### src/rtl/cfgl_pkg.sv
package cfgl_pkg;
  typedef enum logic [2:0] {
    ST_IDLE,
    ST_PWR,
    ST_PROG,
    ST_INIT,
    ST_STREAM,
    ST_FLUSH
  } cfgl_state_e;
endpackage

### src/rtl/cfgl_tick.sv
module cfgl_tick #(
  parameter int DIV = 50000
) (
  input  logic clk,
  input  logic rst_n,
  input  logic en,
  output logic tick
);
  localparam int W = $clog2(DIV + 1);

  logic [W-1:0] cnt_q, cnt_d;

  always_comb begin
    tick = en && (cnt_q == W'(DIV - 1));
    if (!en || tick) cnt_d = '0;
    else             cnt_d = cnt_q + W'(1);
  end

  always_ff @(posedge clk or negedge rst_n) begin
    if (!rst_n) cnt_q <= '0;
    else        cnt_q <= cnt_d;
  end
endmodule

### src/rtl/cfgl_reorder.sv
module cfgl_reorder #(
  parameter int DW = 8
) (
  input  logic          clk,
  input  logic          rst_n,
  input  logic          swap,
  input  logic          en,
  input  logic          in_valid,
  input  logic [DW-1:0] in_data,
  output logic          in_ready,
  output logic          out_valid,
  output logic [DW-1:0] out_data,
  input  logic          out_ready
);
  localparam int SLOTS = 4;

  logic [DW-1:0] slot_q [SLOTS];
  logic          drain_q, drain_d;
  logic [1:0]    k_q, k_d;
  logic [1:0]    last, flip;
  logic          wr;

  always_comb begin
    last      = swap ? 2'd3 : 2'd0;
    flip      = swap ? 2'd3 : 2'd0;
    in_ready  = en && !drain_q;
    out_valid = drain_q;
    out_data  = slot_q[k_q ^ flip];
    wr        = in_ready && in_valid;
    drain_d   = drain_q;
    k_d       = k_q;
    if (wr) begin
      if (k_q == last) begin drain_d = 1'b1; k_d = '0; end
      else             k_d = k_q + 2'd1;
    end else if (out_valid && out_ready) begin
      if (k_q == last) begin drain_d = 1'b0; k_d = '0; end
      else             k_d = k_q + 2'd1;
    end
  end

  always_ff @(posedge clk or negedge rst_n) begin
    if (!rst_n) begin
      drain_q <= 1'b0;
      k_q     <= '0;
    end else begin
      drain_q <= drain_d;
      k_q     <= k_d;
    end
  end

  for (genvar s = 0; s < SLOTS; s++) begin : g_slot
    always_ff @(posedge clk) begin
      if (wr && (k_q == 2'(s))) slot_q[s] <= in_data;
    end
  end
endmodule

### src/rtl/cfgl_serial.sv
module cfgl_serial #(
  parameter int HALF = 2
) (
  input  logic       clk,
  input  logic       rst_n,
  input  logic       start,
  input  logic [7:0] data,
  input  logic       one_bit,
  output logic       busy,
  output logic       cclk,
  output logic       din
);
  localparam int HW = $clog2(HALF + 1);

  logic          busy_q, busy_d;
  logic          hi_q, hi_d;
  logic [7:0]    sh_q, sh_d;
  logic [2:0]    bit_q, bit_d;
  logic [HW-1:0] cnt_q, cnt_d;

  always_comb begin
    busy_d = busy_q;
    hi_d   = hi_q;
    sh_d   = sh_q;
    bit_d  = bit_q;
    cnt_d  = cnt_q;
    if (!busy_q) begin
      if (start) begin
        busy_d = 1'b1;
        hi_d   = 1'b0;
        sh_d   = data;
        bit_d  = one_bit ? 3'd0 : 3'd7;
        cnt_d  = '0;
      end
    end else if (cnt_q == HW'(HALF - 1)) begin
      cnt_d = '0;
      if (!hi_q) begin
        hi_d = 1'b1;
      end else begin
        hi_d = 1'b0;
        if (bit_q == 3'd0) begin
          busy_d = 1'b0;
          sh_d   = '0;
        end else begin
          sh_d  = {sh_q[6:0], 1'b0};
          bit_d = bit_q - 3'd1;
        end
      end
    end else begin
      cnt_d = cnt_q + HW'(1);
    end
  end

  always_ff @(posedge clk or negedge rst_n) begin
    if (!rst_n) begin
      busy_q <= 1'b0;
      hi_q   <= 1'b0;
      sh_q   <= '0;
      bit_q  <= '0;
      cnt_q  <= '0;
    end else begin
      busy_q <= busy_d;
      hi_q   <= hi_d;
      sh_q   <= sh_d;
      bit_q  <= bit_d;
      cnt_q  <= cnt_d;
    end
  end

  assign busy = busy_q;
  assign cclk = hi_q;
  assign din  = sh_q[7];
endmodule

### src/rtl/cfgl_loader.sv
module cfgl_loader
  import cfgl_pkg::*;
#(
  parameter int TICK_DIV    = 50000,
  parameter int PWR_TICKS   = 50,
  parameter int PROG_TICKS  = 50,
  parameter int INIT_POLLS  = 100000,
  parameter int DONE_PULSES = 100000,
  parameter int HALF        = 2,
  parameter int LEN_W       = 24
) (
  input  logic             clk,
  input  logic             rst_n,
  input  logic             start,
  input  logic             swap,
  input  logic [1:0]       base_lo,
  input  logic [LEN_W-1:0] img_len,
  input  logic             in_valid,
  input  logic [7:0]       in_data,
  output logic             in_ready,
  input  logic             init_in,
  input  logic             done_in,
  output logic             pwr_en,
  output logic             prog_n,
  output logic             cclk,
  output logic             din,
  output logic             busy,
  output logic             ok,
  output logic             err
);
  localparam int M0   = (INIT_POLLS > DONE_PULSES) ? INIT_POLLS : DONE_PULSES;
  localparam int M1   = (PWR_TICKS > PROG_TICKS) ? PWR_TICKS : PROG_TICKS;
  localparam int MAXC = (M0 > M1) ? M0 : M1;
  localparam int CW   = $clog2(MAXC + 1);

  cfgl_state_e      st_q, st_d;
  logic [CW-1:0]    cnt_q, cnt_d;
  logic [LEN_W-1:0] fetch_q, fetch_d, send_q, send_d;
  logic             swap_q, swap_d, pwr_q, pwr_d, ok_q, ok_d, err_q, err_d;

  logic       tick, tick_en, reject, go;
  logic       ro_en, ro_in_ready, ro_valid, ro_ready;
  logic [7:0] ro_data, ser_data;
  logic       ser_start, ser_one, ser_busy;

  cfgl_tick #(.DIV(TICK_DIV)) u_tick (
    .clk(clk), .rst_n(rst_n), .en(tick_en), .tick(tick)
  );

  cfgl_reorder #(.DW(8)) u_ro (
    .clk(clk), .rst_n(rst_n), .swap(swap_q), .en(ro_en),
    .in_valid(in_valid), .in_data(in_data), .in_ready(ro_in_ready),
    .out_valid(ro_valid), .out_data(ro_data), .out_ready(ro_ready)
  );

  cfgl_serial #(.HALF(HALF)) u_ser (
    .clk(clk), .rst_n(rst_n), .start(ser_start), .data(ser_data),
    .one_bit(ser_one), .busy(ser_busy), .cclk(cclk), .din(din)
  );

  always_comb begin
    st_d      = st_q;
    cnt_d     = cnt_q;
    fetch_d   = fetch_q;
    send_d    = send_q;
    swap_d    = swap_q;
    pwr_d     = pwr_q;
    ok_d      = ok_q;
    err_d     = err_q;
    ser_start = 1'b0;
    ser_one   = 1'b0;
    ser_data  = ro_data;
    ro_ready  = 1'b0;
    tick_en   = (st_q == ST_PWR) || (st_q == ST_PROG);
    ro_en     = (st_q == ST_STREAM) && (fetch_q != '0);
    reject    = swap && ((base_lo != 2'd0) || (img_len[1:0] != 2'd0));
    go        = start && (st_q == ST_IDLE);

    unique case (st_q)
      ST_IDLE: begin
        if (go) begin
          ok_d = 1'b0;
          if (reject) begin
            err_d = 1'b1;
          end else begin
            err_d   = 1'b0;
            pwr_d   = 1'b1;
            st_d    = ST_PWR;
            cnt_d   = '0;
            swap_d  = swap;
            fetch_d = img_len;
            send_d  = img_len;
          end
        end
      end
      ST_PWR: begin
        if (tick) begin
          if (cnt_q == CW'(PWR_TICKS - 1)) begin st_d = ST_PROG; cnt_d = '0; end
          else cnt_d = cnt_q + CW'(1);
        end
      end
      ST_PROG: begin
        if (tick) begin
          if (cnt_q == CW'(PROG_TICKS - 1)) begin st_d = ST_INIT; cnt_d = '0; end
          else cnt_d = cnt_q + CW'(1);
        end
      end
      ST_INIT: begin
        if (init_in) begin
          st_d  = ST_STREAM;
          cnt_d = '0;
        end else if (cnt_q == CW'(INIT_POLLS - 1)) begin
          st_d  = ST_IDLE;
          err_d = 1'b1;
        end else begin
          cnt_d = cnt_q + CW'(1);
        end
      end
      ST_STREAM: begin
        if (ro_in_ready && in_valid) fetch_d = fetch_q - LEN_W'(1);
        if (!ser_busy) begin
          if (send_q == '0) begin
            st_d  = ST_FLUSH;
            cnt_d = '0;
          end else if (ro_valid) begin
            ser_start = 1'b1;
            ro_ready  = 1'b1;
            send_d    = send_q - LEN_W'(1);
          end
        end
      end
      ST_FLUSH: begin
        ser_data = 8'h00;
        if (!ser_busy) begin
          if (done_in) begin
            st_d = ST_IDLE;
            ok_d = 1'b1;
          end else if (cnt_q == CW'(DONE_PULSES)) begin
            st_d  = ST_IDLE;
            err_d = 1'b1;
          end else begin
            ser_start = 1'b1;
            ser_one   = 1'b1;
            cnt_d     = cnt_q + CW'(1);
          end
        end
      end
      default: st_d = ST_IDLE;
    endcase
  end

  always_ff @(posedge clk or negedge rst_n) begin
    if (!rst_n) begin
      st_q    <= ST_IDLE;
      cnt_q   <= '0;
      fetch_q <= '0;
      send_q  <= '0;
      swap_q  <= 1'b0;
      pwr_q   <= 1'b0;
      ok_q    <= 1'b0;
      err_q   <= 1'b0;
    end else begin
      st_q    <= st_d;
      cnt_q   <= cnt_d;
      fetch_q <= fetch_d;
      send_q  <= send_d;
      swap_q  <= swap_d;
      pwr_q   <= pwr_d;
      ok_q    <= ok_d;
      err_q   <= err_d;
    end
  end

  assign in_ready = ro_in_ready;
  assign pwr_en   = pwr_q;
  assign prog_n   = (st_q != ST_PROG);
  assign busy     = (st_q != ST_IDLE);
  assign ok       = ok_q;
  assign err      = err_q;
endmodule

### config.mk
export PLATFORM = sky130hd
export DESIGN_NAME = cfgl_loader
export DESIGN_NICKNAME = d
export VERILOG_FILES = /design/src/rtl/cfgl_pkg.sv /design/src/rtl/cfgl_tick.sv /design/src/rtl/cfgl_reorder.sv /design/src/rtl/cfgl_serial.sv /design/src/rtl/cfgl_loader.sv
export SDC_FILE = /design/constraint.sdc
export NUM_CORES = 1
export LEC_CHECK = 0
export ABC_AREA = 1
export ABC_CLOCK_PERIOD_IN_PS = 2900
export BUFFER_PORTS_ARGS = -buffer_cell sky130_fd_sc_hd__buf_2
export CAP_MARGIN = 20
export CORE_MARGIN = 2
export CORE_UTILIZATION = 25
export CTS_CLUSTER_DIAMETER = 120
export DETAILED_ROUTE_END_ITERATION = 16
export MAX_ROUTING_LAYER = met4
export PLACE_DENSITY = 0.35
export SYNTH_ARGS = -nofsm -noshare
export SYNTH_HDL_FRONTEND = slang
export SYNTH_SLANG_ARGS = --single-unit
### constraint.sdc
create_clock -name clk -period 2.9 [get_ports clk]
set_clock_uncertainty 0.1 [all_clocks]
set_input_delay 0.29 -clock clk [delete_from_list [all_inputs] [get_ports clk]]
set_output_delay 0.29 -clock clk [all_outputs]
set_load 0.005 [all_outputs]
==> reports/qor.txt, run 1 <==
Hold Violations, Final = 0
Max-Cap Viols = 0
layout cells sized above 1 = 10.1%
Syn. warnings = 0
Inst Count DP = 1,782
total vias in the final route = 8,120
Die Wd = 192 microns
1st-iter DRT viols = 347
hold_ws = 0.110 ns
CTS tree = built
Port-buffer cells = 48
Tot Pwr = 9.24 mW
minimum clock period = 2.47 ns
clock tree sinks = 138
Synth Cell Area = 8870 sq um
Slew headroom = 60.0%
crit-path max FO = 36
Syn-to-layout area delta = 16.9%
clk buf depth = 2
Post-synth EDFFs = 32
post-synthesis sequential area ratio = 40.8%
# hold bufs at CTS = 11
Synth async-reset ratio = 76.8%
Post-DRT Antenna Nets = 0
Crit. End Element = flop
H-Tree Depth = 4
complex-gate fraction of the synthesized area = 7.78%
fin crit share = 85.2%
Clock transition at path regs = 0.08 ns
routed vias/inst = 4.45
synth unique cells = 41
ANT cells = 0
Tot GR Track Use = 16.0%
worst hold path type = input port to flop
WP data required = 3.12 ns
DP Wirelength = 19.8 mm
nets@finish = 1,412
critical path arrival = 2.69 ns
xor and xnor area share after synthesis = 1.58%
fill count = 3,864
Root Driver = clkbuf_16
status = finished clean
aggregate global routing overflow = 0
largest family of logic cells by synthesized area = simple AND/OR/NAND/NOR gates
antenna violations before repair = 0
highest clock rate = 0.405 GHz
Primary FF master, synth = dfrtp_1
Crit path largest cell delay = 0.49 ns
maximum VDD drop = 0.421 mV
routability-driven placement congestion ratio = 0.793
post-synthesis mux area share = 0%
syn_area_per_cell = 6.85 sq um
Synth Register Bits = 138
DIE HEIGHT = 192 microns
Synth Instances = 1,295
startpoint types = flop
pwr/cell area = 892 nW/um^2
Core ar. = 34,700 sq um
number of remaining DRC errors = 0
Routed WL per cell = 15.0 microns
initial core utilization = 25.5%
Cell Area, Placed = 9640 sq um
DR pass1 iterations = 5
Post-Synth Simple-Gate Area = 40.1%
cells along the critical path = inv_2 > nand2_4 > nor2_8 > buf_4 > nand3_1 > nand3_1 > inv_2 > nand2_1 > nand2_1
Slowest cell on crit path = nand3_1
Post-Syn Nets = 1,350
Final TNS setup = 0 ns
# IOs = 49
cts bufs inserted = 17
vias in the first global route = 8,140
num rows = 68
setup violators final = 0
total routed wirelength = 27.3 mm
Adder-Cell Fraction of Synth Area = 1.98%
Worst-Skew Late Latency = 0.44 ns
first-pass GRT wire length = 44.3 mm
Setup Crit Path Kind = flop to flop
RSZ-0062 raised after global routing = no
fin cells = 1,825
Lkg Pwr = 4.89 nW
post_cts resized = 0
postcts setup bufs = 0
fin area = 10,400 sq um
largest net degree at the start of global routing = 58
Max Transition Viols Final = 0
DIE AREA = 37,000 sq um
actual slew at the worst max-slew pin = 0.598 ns
[routing by layer]
layer,up-vias,part of all wire [%],GRT usage [%]
li1,4285,-,-
met1,3748,51,21.1
met2,73,46,25.6
met3,14,2.0,2.76
met4,0,1.1,3.76
met5,-,0,-
[Yosys cell counts, types with 3 or more instances]
master | instances | area [sq um]
a21boi_0 | 5 | 37.5
a21oi_1 | 22 | 110
buf_1 | 3 | 11.3
buf_2 | 14 | 70.1
buf_4 | 4 | 30.0
clkbuf_1 | 8 | 30.0
dfrtp_1 | 106 | 2650
edfxtp_1 | 32 | 961
ha_1 | 14 | 175
inv_1 | 130 | 488
inv_2 | 9 | 33.8
nand2_1 | 449 | 1690
nand2_2 | 3 | 18.8
nand2_4 | 3 | 33.8
nand3_1 | 113 | 566
nand4_1 | 34 | 213
nor2_1 | 178 | 668
nor2_2 | 3 | 18.8
nor3_1 | 16 | 80.1
nor4_1 | 4 | 25.0
o211ai_1 | 16 | 120
o21ai_0 | 59 | 295
o21ai_1 | 12 | 60.1
o21bai_1 | 3 | 22.5
or2_2 | 17 | 106
xnor2_1 | 3 | 26.3
xor2_1 | 13 | 114
[sequential cells by signal, summed over array words and instances, names as in the netlist, 2 cells and up]
register and count:
cnt_q 17, fetch_q 24, send_q 24, st_q 3, u_ro.k_q 2, u_ro.slot_q 32, u_ser.bit_q 3, u_ser.cnt_q 2
u_ser.sh_q 8, u_tick.cnt_q 16
[placed cells by master, fill, tap and decap left out, drive strengths merged]
| cell type | instances |
|---|---|
| nand2 | 455 |
| nor2 | 185 |
| inv | 150 |
| nand3 | 116 |
| dfrtp | 106 |
| o21ai | 72 |
| buf | 63 |
| nand4 | 34 |
| edfxtp | 32 |
| a21oi | 22 |
| or2 | 17 |
| clkbuf | 17 |
| nor3 | 17 |
| o211ai | 16 |
| ha | 14 |
| xor2 | 13 |
| dlygate4sd3 | 11 |
| a21boi | 5 |
| clkinv | 5 |
| nor4 | 4 |
| xnor2 | 3 |
| o21bai | 3 |
| nor3b | 2 |
| nand3b | 2 |
| o31ai | 2 |
| o21a | 1 |
| o22ai | 1 |
| a31oi | 1 |
| bufinv | 1 |
[power breakdown]
part	switching, mW	internal, mW
sequential	0.503	2.49
combinational	2.75	1.21
clock	1.05	1.25
total	4.30	4.94
[worst paths after layout]
path,depth (start not counted),startpoint,slack [ns],end
min in group asynchronous,2,rst_n,0.24,send_q[21]$_DFFE_PN0P_
worst max-delay path,9,st_q[1]$_DFFE_PN0P_,0.43,u_ser.sh_q[0]$_DFFE_PN0P_
worst max register to register,9,st_q[1]$_DFFE_PN0P_,0.43,u_ser.sh_q[0]$_DFFE_PN0P_
max in group asynchronous,3,rst_n,1.73,cnt_q[13]$_DFFE_PN0P_
worst min register to register,1,u_tick.cnt_q[0]$_DFF_PN0_,0.37,u_tick.cnt_q[0]$_DFF_PN0_
worst min-delay path,3,img_len[3],0.11,send_q[3]$_DFFE_PN0P_
[worst max-delay path, delay by kind of cell, from the launching register on]
kind	cells	cell delay, ns
buf+inv	3	0.70
flops	1	0.46
simple gates	6	1.06
[logic make-up (layout without fill, tap and decap cells)]
family / count (synthesis) / count (layout)
AO/OA/AOI/OAI: 123 / 123
adder cells (fa/ha/maj): 14 / 14
XOR/XNOR: 16 / 16
buffers and inverters: 172 / 247
flip-flops: 138 / 138
AND/OR/NAND/NOR: 832 / 832
[cell type report]
| cell class | count | area (sq um) | area share, % |
|---|---|---|---|
| flip-flops and latches | 138 | 3610 | 34.9 |
| multi-input cells | 985 | 4560 | 44.0 |
| repair buffers | 74 | 478 | 4.61 |
| well taps | 455 | 569 | 5.49 |
| inverters | 141 | 529 | 5.11 |
| clock buffers | 17 | 425 | 4.11 |
| clock inverters | 15 | 188 | 1.81 |
[stage by stage]
stage,util (%),setup slack (ns)
finish,29.9,0.429
floorplan,-,0.986
CTS,29.9,0.372
global placement,27.8,0.451
global route,29.9,0.210
detailed placement,27.8,0.399
Power figures use the tool's default switching activity.
==> run 2, diff against run 1 <==
--- a/config.mk
+++ b/config.mk
@@ -7,12 +7,14 @@
 export LEC_CHECK = 0
 export ABC_AREA = 1
 export ABC_CLOCK_PERIOD_IN_PS = 2900
-export BUFFER_PORTS_ARGS = -buffer_cell sky130_fd_sc_hd__buf_2
+export BUFFER_PORTS_ARGS = -buffer_cell sky130_fd_sc_hd__buf_4
 export CAP_MARGIN = 20
 export CORE_MARGIN = 2
 export CORE_UTILIZATION = 25
+export CTS_BUF_LIST = sky130_fd_sc_hd__clkbuf_4 sky130_fd_sc_hd__clkbuf_8 sky130_fd_sc_hd__clkbuf_16
 export CTS_CLUSTER_DIAMETER = 120
 export DETAILED_ROUTE_END_ITERATION = 16
+export GPL_TIMING_DRIVEN = 0
 export MAX_ROUTING_LAYER = met4
 export PLACE_DENSITY = 0.35
 export SYNTH_ARGS = -nofsm -noshare
==> reports/qor.txt, run 2 (synthesis gave the netlist of run 1 again) <==
status = finished clean
Final TNS setup = 0 ns (unchanged)
WP data required = 2.87 ns (-0.25 ns)
Die Wd = 192 microns (unchanged)
Routed WL per cell = 15.9 microns (+6.5%)
commonest non-fill, non-tap cells in the layout = nand2_1, nor2_1, inv_1
max FFs per register = 32 (unchanged)
ANT cells = 0 (unchanged)
Max-Cap Viols = 0 (unchanged)
Setup WS pre-CTS = 0.327 ns (-0.0720 ns)
highest clock rate = 0.405 GHz (about the same)
most flop-heavy register = u_ro.slot_q
pwr/cell area = 892 nW/um^2 (about the same)
M1 wire length = 15.1 mm (+7.8%)
Crit. End Element = flop
internal power = 4.92 mW (-0.32%)
vias in the first global route = 8,178 (+0.47%)
DR pass1 iterations = 5 (unchanged)
DP Wirelength = 21.6 mm (+8.9%)
crit path buf inv count = 2 (-1)
clock tree sinks = 138 (unchanged)
met2 routed WL = 13.3 mm (+7.2%)
FF/Latch Area = 3610 sq um (unchanged)
uppermost layer routed = met4
clk buf depth = 2 (unchanged)
fill count = 3,845 (-0.49%)
setup slack after layout = 0.429 ns (-0.000222 ns)
postcts setup bufs = 0 (unchanged)
Tot GR Track Use = 17.2% (+1.2 points)
total routed wirelength = 29.3 mm (+7.5%)
antenna violations before repair = 0 (unchanged)
power share of the combinational group = 44.9% (+2.1 points)
RSZ-0062 raised after global routing = no
cts bufs inserted = 17 (unchanged)
Worst R2R Path Depth = 7 (-2)
worst hold path type = input port to flop
Clock transition at path regs = 0.07 ns (about the same)
Port-buffer cells = 48 (unchanged)
maximum VDD drop = 0.484 mV (+15%)
first-pass GRT wire length = 46.5 mm (+5.0%)
Slowest cell on crit path = nor2_1
Crit path max-delay family = simple AND/OR/NAND/NOR gates
Detail Route met3 WL = 617 microns (+14%)
fin crit share = 85.2% (about the same)
total vias in the final route = 8,283 (+2.0%)
actual slew at the worst max-slew pin = 0.856 ns (+0.259 ns)
1st-iter DRT viols = 481 (+39%)
Worst Hold Depth = 3 (unchanged)
critical path depth in cells = 7 (-2)
critical path arrival = 2.44 ns (-0.25 ns)
largest net degree at the start of global routing = 62 (+6.9%)
Hold Violations, Final = 0 (unchanged)
Core ar. = 34,700 sq um (unchanged)
CTS tree = built
largest registers = u_ro.slot_q: 32 flops, fetch_q: 24 flops, send_q: 24 flops
number of remaining DRC errors = 0 (unchanged)
Post-DRT Antenna Nets = 0 (unchanged)
Flop pwr share = 32.1% (-0.2 points)
Slew headroom = 42.7% (-17 points)
H-Tree Depth = 4 (unchanged)
Lkg Pwr = 4.94 nW (+0.91%)
nets@finish = 1,429 (+1.2%)
Crit path largest cell delay = 0.69 ns (+0.20 ns)
cells along the critical path = inv_2 > nand2_4 > nor2_8 > inv_2 > nor2_4 > nand3_4 > nor2_1
clock group share of total power = 23.0% (-1.9 points)
Core Util, Final = 30.2% (+0.36 points)
crit-path max FO = 10 (-72%)
initial core utilization = 25.5% (unchanged)
Syn-to-layout area delta = 18.3%
footprint of the multi-input gates = 4560 sq um (unchanged)
Worst-Skew Late Latency = 0.44 ns (about the same)
routed vias/inst = 4.50 (+1.1%)
setup violators final = 0 (unchanged)
DIE HEIGHT = 192 microns (unchanged)
NetSw = 4.44 mW (+3.1%)
Setup Crit Path Kind = flop to flop
fin area = 10,500 sq um (+1.2%)
layout cells sized above 1 = 10.4% (+0.24 points)
num rows = 68 (unchanged)
switch share = 47.4% (+0.83 points)
most common cell after layout, fill and taps aside = nand2_1
Max Transition Viols Final = 0 (unchanged)
Tot Pwr = 9.36 mW (+1.3%)
# IOs = 49 (unchanged)
routability-driven placement congestion ratio = 0.800 (+0.83%)
DIE AREA = 37,000 sq um (unchanged)
Root Driver = clkbuf_16
Cell Area, Placed = 9830 sq um (+1.9%)
startpoint types = flop
minimum clock period = 2.47 ns (+0.000222 ns)
most used cell, CP = inv_2
aggregate global routing overflow = 0 (unchanged)
[run 2: worst register-to-register path, delay by kind of cell (launching register included)]
kind / cells / cell delay, ns
simple gates: 5 / 1.27
flops: 1 / 0.47
buf+inv: 2 / 0.26
[run 2: routing by layer]
metal | track usage [%] | up-vias
li1 | - | 4328
met1 | 23.2 | 3851
met2 | 26.9 | 91
met3 | 2.51 | 13
met4 | 4.55 | 0
met5 | - | -
[run 2: cell type report]
| cell class | count | area share (%) |
|---|---|---|
| clock buffer | 17 | 4.06 |
| inverter | 141 | 5.05 |
| buffer | 31 | 1.56 |
| multi-input combinational | 985 | 43.5 |
| tap | 455 | 5.43 |
| sequential | 138 | 34.5 |
| timing repair buffer | 60 | 4.78 |
| clock inverter | 15 | 1.20 |
[run 2: repair_timing]
item                                    CTS  global route
hold buffers                             11             0
endpoints found under the setup margin    0             0
resized for setup                         0             0
endpoints found under the hold margin    94             0
[run 2: through the flow]
step           hold slack, ns  std cells
4_1_cts                0.0474       1842
3_3_place_gp            0.358       1798
5_1_grt                0.0815       1842
3_5_place_dp            0.260       1799
6_report               0.0662       1842
2_1_floorplan          -0.106       1295
[run 2: path summary, 6_finish.rpt]
| check | to | slack (ns) | from |
|---|---|---|---|
| setup / recovery | u_ro.slot_q[2][7]$_DFFE_PP_ | 0.43 | st_q[1]$_DFFE_PN0P_ |
| hold / removal | send_q[4]$_DFFE_PN0P_ | 0.07 | img_len[4] |
| setup reg to reg | u_ro.slot_q[2][7]$_DFFE_PP_ | 0.43 | st_q[1]$_DFFE_PN0P_ |
| hold reg to reg | u_tick.cnt_q[0]$_DFF_PN0_ | 0.36 | u_tick.cnt_q[0]$_DFF_PN0_ |
| max in group asynchronous | fetch_q[5]$_DFFE_PN0P_ | 1.69 | rst_n |
| min in group asynchronous | send_q[15]$_DFFE_PN0P_ | 0.32 | rst_n |
[run 2: power groups by stage]
stage / clock (mW) / combinational (mW) / sequential (mW)
final: 2.15 / 4.20 / 3.00
after global routing: 2.31 / 4.84 / 3.07
after CTS: 2.23 / 4.30 / 2.99
after detailed placement: 0 / 4.27 / 3.02
after global placement: 0 / 4.28 / 3.04
after floorplan: 0 / 2.95 / 2.87
==> run 3, diff against run 2 <==
--- a/config.mk
+++ b/config.mk
@@ -5,7 +5,6 @@
 export SDC_FILE = /design/constraint.sdc
 export NUM_CORES = 1
 export LEC_CHECK = 0
-export ABC_AREA = 1
 export ABC_CLOCK_PERIOD_IN_PS = 2900
 export BUFFER_PORTS_ARGS = -buffer_cell sky130_fd_sc_hd__buf_4
 export CAP_MARGIN = 20
@@ -16,7 +15,7 @@
 export DETAILED_ROUTE_END_ITERATION = 16
 export GPL_TIMING_DRIVEN = 0
 export MAX_ROUTING_LAYER = met4
-export PLACE_DENSITY = 0.35
+export PLACE_DENSITY = 0.36
 export SYNTH_ARGS = -nofsm -noshare
 export SYNTH_HDL_FRONTEND = slang
 export SYNTH_SLANG_ARGS = --single-unit
==> reports/qor.txt, run 3 <==
status = finished clean
Slew headroom = 42.0% (-0.75 points)
Synth async-reset ratio = 76.8% (unchanged)
routability-driven placement congestion ratio = 0.864 (+8.1%)
DR pass1 iterations = 5 (unchanged)
total vias in the final route = 6,405 (-23%)
Syn-to-layout area delta = 22.5%
DIE AREA = 31,300 sq um (-15%)
ANT cells = 0 (unchanged)
Synth Cell Area = 7480 sq um (-16%)
xor and xnor area share after synthesis = 1.99% (+0.41 points)
Port-buffer cells = 48 (unchanged)
first-pass GRT wire length = 37.1 mm (-20%)
Post-Synth Simple-Gate Area = 20.7% (-19 points)
Primary FF master, synth = dfrtp_1
hold_ws = 0.0407 ns (-0.0256 ns)
Slowest cell on crit path = or3b_2
WP data required = 3.12 ns (+0.25 ns)
fin crit share = 95.6% (+10 points)
max FFs per register = 32 (unchanged)
Yosys top cell area share = 35.5% (+5.6 points)
most common cell after layout, fill and taps aside = dfrtp_1
synth unique cells = 74 (+80%)
antenna violations before repair = 0 (unchanged)
cells along the critical path = or3b_2 > clkbuf_1 > nor2_1 > o311a_4 > nand2b_4 > buf_2 > o21ai_0 > a22o_1
nets@finish = 908 (-36%)
H-Tree Depth = 4 (unchanged)
DP Wirelength = 16.3 mm (-24%)
vias in the first global route = 6,414 (-22%)
Worst R2R Path Depth = 8 (+1)
Die Wd = 177 microns (-8.0%)
CTS tree = built
Setup Crit Path Kind = flop to flop
Lkg Pwr = 3.54 nW (-28%)
post-synth top area cell = dfrtp_1
minimum clock period = 2.77 ns (+0.300 ns)
largest registers = u_ro.slot_q: 32 flops, fetch_q: 24 flops, send_q: 24 flops
DIE HEIGHT = 177 microns (-8.0%)
total routed wirelength = 23.3 mm (-20%)
Worst-Skew Late Latency = 0.43 ns (about the same)
crit path buf inv count = 2 (unchanged)
clk buf depth = 2 (unchanged)
Post-synth EDFFs = 32 (unchanged)
Core ar. = 29,600 sq um (-15%)
Post-Syn Nets = 827 (-39%)
Max Transition Viols Final = 0 (unchanged)
Crit. End Element = flop
routed vias/inst = 5.10 (+13%)
most flop-heavy register = u_ro.slot_q
Adder-Cell Fraction of Synth Area = 2.34% (+0.37 points)
num rows = 63 (-7.4%)
initial core utilization = 25.3% (-0.25 points)
largest net degree at the start of global routing = 56 (-9.7%)
FF/Latch Area = 3610 sq um (unchanged)
Clock transition at path regs = 0.07 ns (about the same)
Max-Cap Viols = 0 (unchanged)
Post-DRT Antenna Nets = 0 (unchanged)
ranking of synthesized cells by area = dfrtp_1, edfxtp_1, o21ai_0
1st-iter DRT viols = 465 (-3.3%)
pwr/cell area = 963 nW/um^2 (+7.9%)
post-synthesis mux area share = 3.05% (+3.0 points)
Synth Register Bits = 138 (unchanged)
maximum VDD drop = 0.429 mV (-11%)
Crit path largest cell delay = 0.50 ns (-0.19 ns)
post-synthesis sequential area ratio = 48.3% (+7.6 points)
worst hold path type = input port to flop
critical path depth in cells = 8 (+1)
# IOs = 49 (unchanged)
fill count = 3,057 (-20%)
highest clock rate = 0.361 GHz (-11%)
aggregate global routing overflow = 0 (unchanged)
clock tree sinks = 138 (unchanged)
Root Driver = clkbuf_16
Worst Hold Depth = 3 (unchanged)
Syn. warnings = 0 (unchanged)
footprint of the multi-input gates = 3680 sq um (-19%)
Tot Pwr = 8.82 mW (-5.8%)
Synth top cells by count = dfrtp_1, nand2_1, nor2_1, o21ai_0, a21oi_1
Crit path max-delay family = simple AND/OR/NAND/NOR gates
Routed WL per cell = 18.6 microns (+17%)
setup violators final = 0 (unchanged)
syn_area_per_cell = 9.68 sq um (+41%)
startpoint types = flop
Synth Instances = 772 (-40%)
cell with the most instances after synthesis = dfrtp_1
layout cells sized above 1 = 16.6% (+6.2 points)
critical path arrival = 2.99 ns (+0.55 ns)
cts bufs inserted = 17 (unchanged)
crit-path max FO = 10 (unchanged)
largest family of logic cells by synthesized area = simple AND/OR/NAND/NOR gates
complex-gate fraction of the synthesized area = 20.2% (+12 points)
Tot GR Track Use = 16.0% (-1.1 points)
commonest non-fill, non-tap cells in the layout = dfrtp_1, nand2_1, nor2_1, o21ai_0, a21oi_1
number of remaining DRC errors = 0 (unchanged)
Hold Violations, Final = 0 (unchanged)
actual slew at the worst max-slew pin = 0.866 ns (+0.0102 ns)
==> run 3: cell types whose count changed after synthesis, moves of 19 or more <==
cell	previous run	this run
nor2_1	178	67
a21oi_1	22	60
nand4_1	34	15
inv_1	130	22
nand3_1	113	29
nand2_1	449	74
==> run 3: where the power goes <==
| group | total [mW] | switching, mW | internal [mW] |
|---|---|---|---|
| clock | 2.25 | 0.947 | 1.30 |
| sequential | 3.07 | 0.563 | 2.50 |
| combinational | 3.51 | 2.09 | 1.42 |
| total | 8.82 | 3.60 | 5.22 |
==> run 3: layout make-up <==
type                       instances  area share (%)
sequential                       138            39.5
tap                              390            5.33
buffer                            35            2.01
timing repair buffer              62            5.62
clock inverter                    14            1.78
clock buffer                      18            4.73
multi-input combinational        577            40.2
inverter                          22           0.902
==> run 3: per-stage QoR <==
stage	instance area (sq um)	worst slack, ns	setup TNS, ns	instances	util [%]
after floorplan	7480	0.407	0	772	-
after global placement	8320	-0.982	-33.77	1210	28.2
after detailed placement	8370	-0.395	-9.00	1212	28.3
after CTS	9100	0.0116	0	1255	30.8
after global routing	9160	-0.0183	-0.0183	1256	31.0
final	9160	0.128	0	1256	31.0
==> run 3: repair_timing <==
item,in CTS,in global routing
setup endpoints to repair,40,64
hold endpoints to repair,85,0
hold buffers,11,0
buffers inserted,0,1
pin swaps,0,1
resized for setup,8,17
==> run 3: kinds of logic (layout without fill, tap and decap cells) <==
logic type / Yosys count / in the layout
AND/OR/NAND/NOR: 298 / 298
AO/OA/AOI/OAI: 236 / 236
flip-flops: 138 / 138
buffers and inverters: 57 / 151
XOR/XNOR: 17 / 17
adder cells (fa/ha/maj): 14 / 14
multiplexers: 12 / 12
==> run 3: tightest hold or removal path: stages <==
cell,delay [ns]
buf_4,0.10
nand3_1,0.07
nand2_1,0.07
==> run 3: per-layer routing <==
metal  track usage [%]  up-vias  share of wire [%]
met5                 -        -                  0
met4              4.72        0                1.2
met3              2.58       18                4.4
met2              24.0      166                 45
met1              22.3     3161                 49
li1                  -     3060                  -
==> run 3: path summary, 6_finish.rpt <==
check                      slack (ns)                      end                start
setup reg to reg                 0.13  fetch_q[23]$_DFFE_PN0P_  st_q[0]$_DFFE_PN0P_
setup / recovery                 0.13  fetch_q[23]$_DFFE_PN0P_  st_q[0]$_DFFE_PN0P_
hold / removal                   0.04      st_q[2]$_DFFE_PN0P_              init_in
min in group asynchronous        0.29    cnt_q[13]$_DFFE_PN0P_                rst_n
hold reg to reg                  0.38       pwr_en$_DFFE_PN0P_   pwr_en$_DFFE_PN0P_
max in group asynchronous        1.72   send_q[23]$_DFFE_PN0P_                rst_n
